`config.mk`:
```
export PLATFORM = sky130hd
export DESIGN_NAME = soft_atten
export DESIGN_NICKNAME = d
export VERILOG_FILES = /design/src/rtl/soft_atten_pkg.sv /design/src/rtl/atten_target.sv /design/src/rtl/atten_ramp.sv /design/src/rtl/atten_scale.sv /design/src/rtl/soft_atten.sv
export SDC_FILE = /design/constraint.sdc
export NUM_CORES = 1
export LEC_CHECK = 0
export CORE_AREA = 2 2 157 159
export DETAILED_ROUTE_END_ITERATION = 8
export DIE_AREA = 0 0 159 161
export PLACE_DENSITY = 0.77
export SETUP_SLACK_MARGIN = 0.15
export SLEW_MARGIN = 20
export SYNTH_ARGS = -nofsm -noshare
export SYNTH_HDL_FRONTEND = slang
export SYNTH_SLANG_ARGS = --single-unit
```
`constraint.sdc`:
```
create_clock -name clk_i -period 5.45 [get_ports clk_i]
set_clock_uncertainty 0.1 [all_clocks]
set_input_delay 0.545 -clock clk_i [delete_from_list [all_inputs] [get_ports clk_i]]
set_output_delay 0.545 -clock clk_i [all_outputs]
set_load 0.01 [all_outputs]
```
`src/rtl/soft_atten_pkg.sv`:
```
package soft_atten_pkg;
  typedef enum logic [1:0] {
    RAMP_HOLD = 2'd0,
    RAMP_UP   = 2'd1,
    RAMP_DOWN = 2'd2
  } ramp_dir_e;

  localparam int unsigned DEF_DATA_W   = 16;
  localparam int unsigned DEF_CODE_W   = 7;
  localparam int unsigned DEF_STEP_DIV = 8;
endpackage

```
`src/rtl/atten_target.sv`:
```
module atten_target #(
  parameter int unsigned CODE_W = 7,
  localparam int unsigned COEF_W = CODE_W + 1,
  localparam logic [COEF_W-1:0] UNITY = COEF_W'(1) << CODE_W
) (
  input  logic              clk_i,
  input  logic              rst_ni,
  input  logic [CODE_W-1:0] code_i,
  input  logic              code_ld_i,
  input  logic              mute_i,
  output logic [COEF_W-1:0] target_o
);
  localparam logic [CODE_W-1:0] CODE_MAX = '1;

  logic [CODE_W-1:0] code_q;
  logic [COEF_W-1:0] code_gain;

  always_ff @(posedge clk_i or negedge rst_ni) begin
    if (!rst_ni)        code_q <= CODE_MAX;
    else if (code_ld_i) code_q <= code_i;
  end

  // all-ones code maps to exact unity
  assign code_gain = (code_q == CODE_MAX) ? UNITY : {1'b0, code_q};
  assign target_o  = mute_i ? '0 : code_gain;
endmodule

```
`src/rtl/atten_ramp.sv`:
```
module atten_ramp
  import soft_atten_pkg::*;
#(
  parameter int unsigned COEF_W   = 8,
  parameter int unsigned STEP_DIV = 8,
  localparam int unsigned CNT_W = (STEP_DIV > 1) ? $clog2(STEP_DIV) : 1
) (
  input  logic              clk_i,
  input  logic              rst_ni,
  input  logic              smp_stb_i,
  input  logic [COEF_W-1:0] target_i,
  output logic [COEF_W-1:0] coef_o
);
  localparam logic [CNT_W-1:0] CNT_LAST = CNT_W'(STEP_DIV - 1);

  ramp_dir_e         dir;
  logic [CNT_W-1:0]  cnt_q;
  logic [COEF_W-1:0] coef_q;

  always_comb begin
    if (coef_q < target_i)      dir = RAMP_UP;
    else if (coef_q > target_i) dir = RAMP_DOWN;
    else                        dir = RAMP_HOLD;
  end

  always_ff @(posedge clk_i or negedge rst_ni) begin
    if (!rst_ni) begin
      cnt_q  <= '0;
      coef_q <= '0;
    end else if (dir == RAMP_HOLD) begin
      cnt_q <= '0;
    end else if (smp_stb_i) begin
      if (cnt_q == CNT_LAST) begin
        cnt_q  <= '0;
        coef_q <= (dir == RAMP_UP) ? coef_q + 1'b1 : coef_q - 1'b1;
      end else begin
        cnt_q <= cnt_q + 1'b1;
      end
    end
  end

  assign coef_o = coef_q;
endmodule

```
`src/rtl/atten_scale.sv`:
```
module atten_scale #(
  parameter int unsigned DATA_W = 16,
  parameter int unsigned COEF_W = 8,
  localparam int unsigned FRAC_W = COEF_W - 1,
  localparam int unsigned PROD_W = DATA_W + COEF_W + 1
) (
  input  logic              clk_i,
  input  logic              rst_ni,
  input  logic              smp_stb_i,
  input  logic [DATA_W-1:0] smp_i,
  input  logic [COEF_W-1:0] coef_i,
  output logic [DATA_W-1:0] smp_o
);
  logic signed [PROD_W-1:0] prod;
  logic signed [PROD_W-1:0] prod_sh;
  logic                     unused_bits;

  // coefficient is unsigned: zero-extend before signed multiply
  assign prod    = PROD_W'($signed(smp_i)) * PROD_W'($signed({1'b0, coef_i}));
  assign prod_sh = prod >>> FRAC_W;
  assign unused_bits = ^prod_sh[PROD_W-1:DATA_W];

  always_ff @(posedge clk_i or negedge rst_ni) begin
    if (!rst_ni)        smp_o <= '0;
    else if (smp_stb_i) smp_o <= prod_sh[DATA_W-1:0];
  end
endmodule

```
`src/rtl/soft_atten.sv`:
```
module soft_atten
  import soft_atten_pkg::*;
#(
  parameter int unsigned DATA_W   = DEF_DATA_W,
  parameter int unsigned CODE_W   = DEF_CODE_W,
  parameter int unsigned STEP_DIV = DEF_STEP_DIV,
  localparam int unsigned COEF_W  = CODE_W + 1,
  localparam int unsigned NUM_CH  = 2
) (
  input  logic              clk_i,
  input  logic              rst_ni,
  input  logic              smp_stb_i,
  input  logic [DATA_W-1:0] left_i,
  input  logic [DATA_W-1:0] right_i,
  input  logic [CODE_W-1:0] code_i,
  input  logic              code_ld_i,
  input  logic              mute_i,
  output logic [DATA_W-1:0] left_o,
  output logic [DATA_W-1:0] right_o,
  output logic              zero_o
);
  logic [COEF_W-1:0] target;
  logic [COEF_W-1:0] coef;
  logic [DATA_W-1:0] ch_in  [NUM_CH];
  logic [DATA_W-1:0] ch_out [NUM_CH];

  atten_target #(.CODE_W(CODE_W)) u_target (
    .clk_i     (clk_i),
    .rst_ni    (rst_ni),
    .code_i    (code_i),
    .code_ld_i (code_ld_i),
    .mute_i    (mute_i),
    .target_o  (target)
  );

  atten_ramp #(.COEF_W(COEF_W), .STEP_DIV(STEP_DIV)) u_ramp (
    .clk_i     (clk_i),
    .rst_ni    (rst_ni),
    .smp_stb_i (smp_stb_i),
    .target_i  (target),
    .coef_o    (coef)
  );

  assign ch_in[0] = left_i;
  assign ch_in[1] = right_i;

  for (genvar g = 0; g < NUM_CH; g++) begin : g_ch
    atten_scale #(.DATA_W(DATA_W), .COEF_W(COEF_W)) u_scale (
      .clk_i     (clk_i),
      .rst_ni    (rst_ni),
      .smp_stb_i (smp_stb_i),
      .smp_i     (ch_in[g]),
      .coef_i    (coef),
      .smp_o     (ch_out[g])
    );
  end

  assign left_o  = ch_out[0];
  assign right_o = ch_out[1];
  assign zero_o  = (coef == '0);
endmodule

```
[Word-level counts from Yosys, hierarchy flattened]
Index checks and enable logic that the tools add are counted.
Operators by class
  bitwise operators: 1
  reductions and logical operators: 4
  div/mod/pow operators: 0
  $add $sub $neg: 3
  mux-type cells: 8
  $mul: 2
  equal/unequal tests: 3
  $lt $le $gt $ge: 2
  shift-type cells: 0
Operators with widths (count)
  $mul A16 B9 Y23: 2
  $mux W8: 3
  $mux W3: 3
  $add A8 B1 Y8 const B: 1
  $gt A8 B8 Y1: 1
  $logic_not A8 Y1: 1
  $lt A8 B8 Y1: 1
  $sub A8 B1 Y8 const B: 1
  $eq A7 B7 Y1 const B: 1
  $mux W2: 2
  $add A3 B1 Y3 const B: 1
  $eq A3 B3 Y1 const B: 1
  $reduce_and A3 Y1: 1
  $eq A2 B1 Y1 const B: 1
  $logic_not A2 Y1: 1
  $reduce_bool A2 Y1: 1
  $not A1 Y1: 1
Storage, ports and cells
  memories kept: 0
  RAM bits: 0
  register bits after elaboration: 50
  logic and storage cells: 28
  output and inout port bits: 33
  bits in latches: 0
  input bits: 44
  memory bits (read-only): 0

[Logic depth before layout (Yosys ltp)]
  word-level depth: 9
  depth in mapped cells: 19
  gate-level depth less buffers: 18

[Hierarchy]
A second synthesis with hierarchy kept.
Unflattened totals
  cell total of the unflattened synthesis: 1208
  area total of the unflattened synthesis: 10918.0 um2
Modules (own cells, without submodules)
  atten_scale (g_ch[1].u_scale): sequential area each 400.4 um2, times used 1, cells an instance 535, area an instance 4792.1 um2
  atten_scale (g_ch[0].u_scale): sequential area each 400.4 um2, times used 1, cells an instance 523, area an instance 4729.5 um2
  atten_ramp: sequential area each 275.3 um2, times used 1, cells an instance 111, area an instance 996.0 um2
  atten_target: sequential area each 183.9 um2, times used 1, cells an instance 36, area an instance 381.6 um2
  soft_atten: sequential area each 0.0 um2, times used 1, cells an instance 3, area an instance 18.8 um2

[Worst setup path before layout]
No wires, ideal clock.
  path type: reg-to-reg
  start: reg u_ramp.coef_q[1], in the netlist u_ramp.coef_o[1]
  end: reg g_ch[0].u_scale.smp_o[15]
  period minus slack after synthesis: 5.177 ns
  required time: 5.281 ns
  setup time: 0.069 ns
  setup slack: 0.273 ns
  arrival: 5.008 ns
  cell stages (with the launch flop): 19
  path buffers: 2
  cell sequence: dfrtp_1 > clkbuf_1 > clkbuf_1 > nand2_1 > fa_1 > inv_1 > fa_1 > fa_1 > inv_1 > fa_1 > inv_1 > ha_1 > and4_4 > nor2b_4 > o311ai_4 > o211ai_2 > o41a_1 > or4_1 > nand3_1
On the way
  longest elaborated chain between the ends: 1
RTL lines
  from (decl): line atten_ramp.sv:18  | logic [COEF_W-1:0] coef_q;
  from (signal assigned): line atten_ramp.sv:35  | coef_q <= (dir == RAMP_UP) ? coef_q + 1'b1 : coef_q - 1'b1;
  $mul A16 B9 Y23: line atten_scale.sv:19  | assign prod = PROD_W'($signed(smp_i)) * PROD_W'($signed({1'b0, coef_i}));
  to (signal assigned): line atten_scale.sv:25  | else if (smp_stb_i) smp_o <= prod_sh[DATA_W-1:0];
  to (decl): line atten_scale.sv:12  | output logic [DATA_W-1:0] smp_o
Every way passes these cells.
A chain may end at the register's enable or synchronous reset.

[Worst setup path after layout]
  start: in left_i[5]
  end: reg g_ch[0].u_scale.smp_o[15]
On the way
  longest elaborated chain between the ends: 1
RTL lines
  from (decl): line soft_atten.sv:13  | input logic [DATA_W-1:0] left_i,
  $mul A16 B9 Y23: line atten_scale.sv:19
Every way passes these cells.

==> metrics <==
die width 159 microns; Max Buffers Root-to-Sink 2; most numerous cell in the Yosys netlist inv_1; Detail Route Antenna Nets 0; core box area 0.0240 sq mm; site row count 57; vias in the first global route 8808; Max Clock Freq 195 MHz; sequential area share after synthesis 11.9%; fill cell count 2163; Congestion Overflow GR 0; Via-to-Cell Ratio 4.95; #FFs+latches synth 50; dominant cells by area after synthesis fa_1 (36%), ha_1 (12%), dfrtp_1 (10%); routed len/inst 15.0 microns; Netlist cell types 59; hold buffer count at cts 0; layout cells sized above 1 12.1%; Required @ worst endpoint 5.60 ns; Worst Path Max Fanout 5; CTS Sinks 50; IO buf count 76; fin. max-slew vios 0; Reg clk slew, reported paths 0.08 ns; Worst-Skew Late Latency 0.32 ns; die footprint 0.0256 sq mm; Final Hold Viols 0; first-pass GRT wire length 41700 microns; Ys Warns 0; Mapped Cells 1152; nets 1635; Initial Utilization 44.3%; Synth Cell Area 0.0106 sq mm; syn avg cell area 9.21 sq um; Post-Route Utilization 52.7%; outcome finished, final reports clean; Hold Slack 0.269 ns; Final Cycle Share 94.2%; # IOs 77; Final setup viols 0; DIE HEIGHT 161 microns; H-tree depth 2; CP startpoint kind input pin; clock period minus final worst setup slack 5.13 ns; DRC violations left 0; MaxCap Viol Count 0; Synth area leader fa_1; initial antenna violation count 1; number of buffers created by CTS 5; worst slew margin relative to its limit 44.3%; top cell type's share of synthesized area 36.4%; Arr. time, crit path 5.28 ns; First DRT Iteration DRCs 307; largest net degree at the start of global routing 51; CTS tree yes; Inst Count DP 1614; total negative setup slack 0 ns; Worst-Margin Slew 0.830 ns; fin cells 1626; critical path class input pin to flip-flop; routed via count 8049; post-synthesis async set-or-reset flop share 100%; syn_nets 1487; drt pass-1 iters 4; RD Place Congestion 0.886; EDFF count, synth 0; WL final 24300 microns; top_reg_cell synth dfrtp_1; GRT Util Overall 20.1%; worst min path class input pin to async pin; RSZ-0062 raised after global routing false; top cells by count, synth inv_1 (247), fa_1 (193), nand2_1 (156); Root Buffer Master clkbuf_16; P&R area growth vs syn 19.0%; Post-DP HPWL 19900 microns; Critical Path Sink Type flip-flop
placed cells by master (no fill, tap or decap), drive strengths merged, types with 5 or more instances in the layout:
| master | n |
|---|---|
| dfrtp | 43 |
| o31ai | 5 |
| dfstp | 7 |
| mux2 | 22 |
| buf | 103 |
| nand4 | 9 |
| clkdlybuf4s50 | 54 |
| ha | 98 |
| nor2 | 23 |
| nor3 | 8 |
| a21o | 6 |
| dlymetal6s2s | 19 |
| a21oi | 26 |
| nand2 | 156 |
| xnor2 | 23 |
| inv | 247 |
| nand2b | 7 |
| o21a | 6 |
| fa | 193 |
| nand3 | 6 |
| clkbuf | 6 |
| o21ai | 26 |
| or3 | 6 |
| xor2 | 15 |
| nor2b | 9 |
| and2 | 124 |
registers in the layout, summed over array words and instances, names as in the netlist:
| signal | cells |
|---|---|
| u_ramp.coef_o | 8 |
| g_ch.u_scale.smp_o | 32 |
| u_target.code_q | 7 |
| u_ramp.cnt_q | 3 |
path summary, 6_finish.rpt:
| kind | from | to | depth (start not counted) | slack (ns) |
|---|---|---|---|---|
| worst max-delay path | left_i[5] | g_ch[0].u_scale.smp_o[15] | 18 | 0.32 |
| worst min-delay path | rst_ni | g_ch[0].u_scale.smp_o[3] | 2 | 0.27 |
| worst max register to register | u_ramp.coef_o[0] | g_ch[0].u_scale.smp_o[15] | 17 | 0.32 |
| worst min register to register | g_ch[0].u_scale.smp_o[5] | g_ch[0].u_scale.smp_o[5] | 2 | 0.39 |
| max in group asynchronous | rst_ni | u_ramp.coef_o[2] | 2 | 4.47 |
| min in group clk_i | g_ch[0].u_scale.smp_o[5] | g_ch[0].u_scale.smp_o[5] | 2 | 0.39 |
worst max-delay path, stage by stage:
cell             delay (ns)
clkdlybuf4s50_1        0.61
nand2_1                0.11
fa_1                   0.49
inv_1                  0.06
fa_1                   0.50
inv_1                  0.06
fa_1                   0.48
fa_1                   0.49
inv_1                  0.04
ha_1                   0.28
o21ai_1                0.11
a21oi_1                0.10
a22oi_2                0.19
buf_4                  0.17
o211ai_2               0.12
o41a_1                 0.35
or4_1                  0.46
nand3_1                0.10
routing by layer:
| layer | part of all wire [%] | GRT usage (%) | up-vias |
|---|---|---|---|
| met5 | 0 | 0 | - |
| met4 | 1.2 | 5.04 | 0 |
| met3 | 4.0 | 2.49 | 21 |
| met2 | 51 | 35.6 | 159 |
| met1 | 44 | 26.2 | 4054 |
| li1 | - | - | 3815 |
layout make-up:
type / instances / area, sq um / share of cell area (%)
inverter: 248 / 931 / 7.37
timing repair buffer: 177 / 1560 / 12.3
sequential: 50 / 1260 / 10.0
antenna: 1 / 2.50 / 0.0198
clock buffer: 6 / 129 / 1.02
clock inverter: 2 / 38.8 / 0.307
multi-input combinational: 818 / 8310 / 65.8
tap: 324 / 405 / 3.21
what timing repair did:
action	4_1_cts	5_1_grt
setup endpoints to repair	1	10
pin swaps	0	3
resized for setup	1	25
setup buffers	0	3
hold endpoints to repair	0	0
through the flow:
stage	instance area [sq um]	worst slack, ns
after global routing	12600	0.138
after CTS	12500	0.186
after floorplan	10600	0.273
after global placement	12400	-0.0824
after detailed placement	12400	-0.174
final	12600	0.316
cell families after synthesis:
kind of cell    count (synthesis)  synth area share [%]
mux                            25                  2.62
compound gates                 99                  6.55
flops                          50                  11.9
xor+xnor                       40                  3.56
buf+inv                       284                  10.1
simple gates                  363                  17.4
fa+ha+maj                     291                  48.0
Power is left out: the tool's default activity adds up to more than one toggle a clock period on the data nets, which glitch-free logic cannot reach.
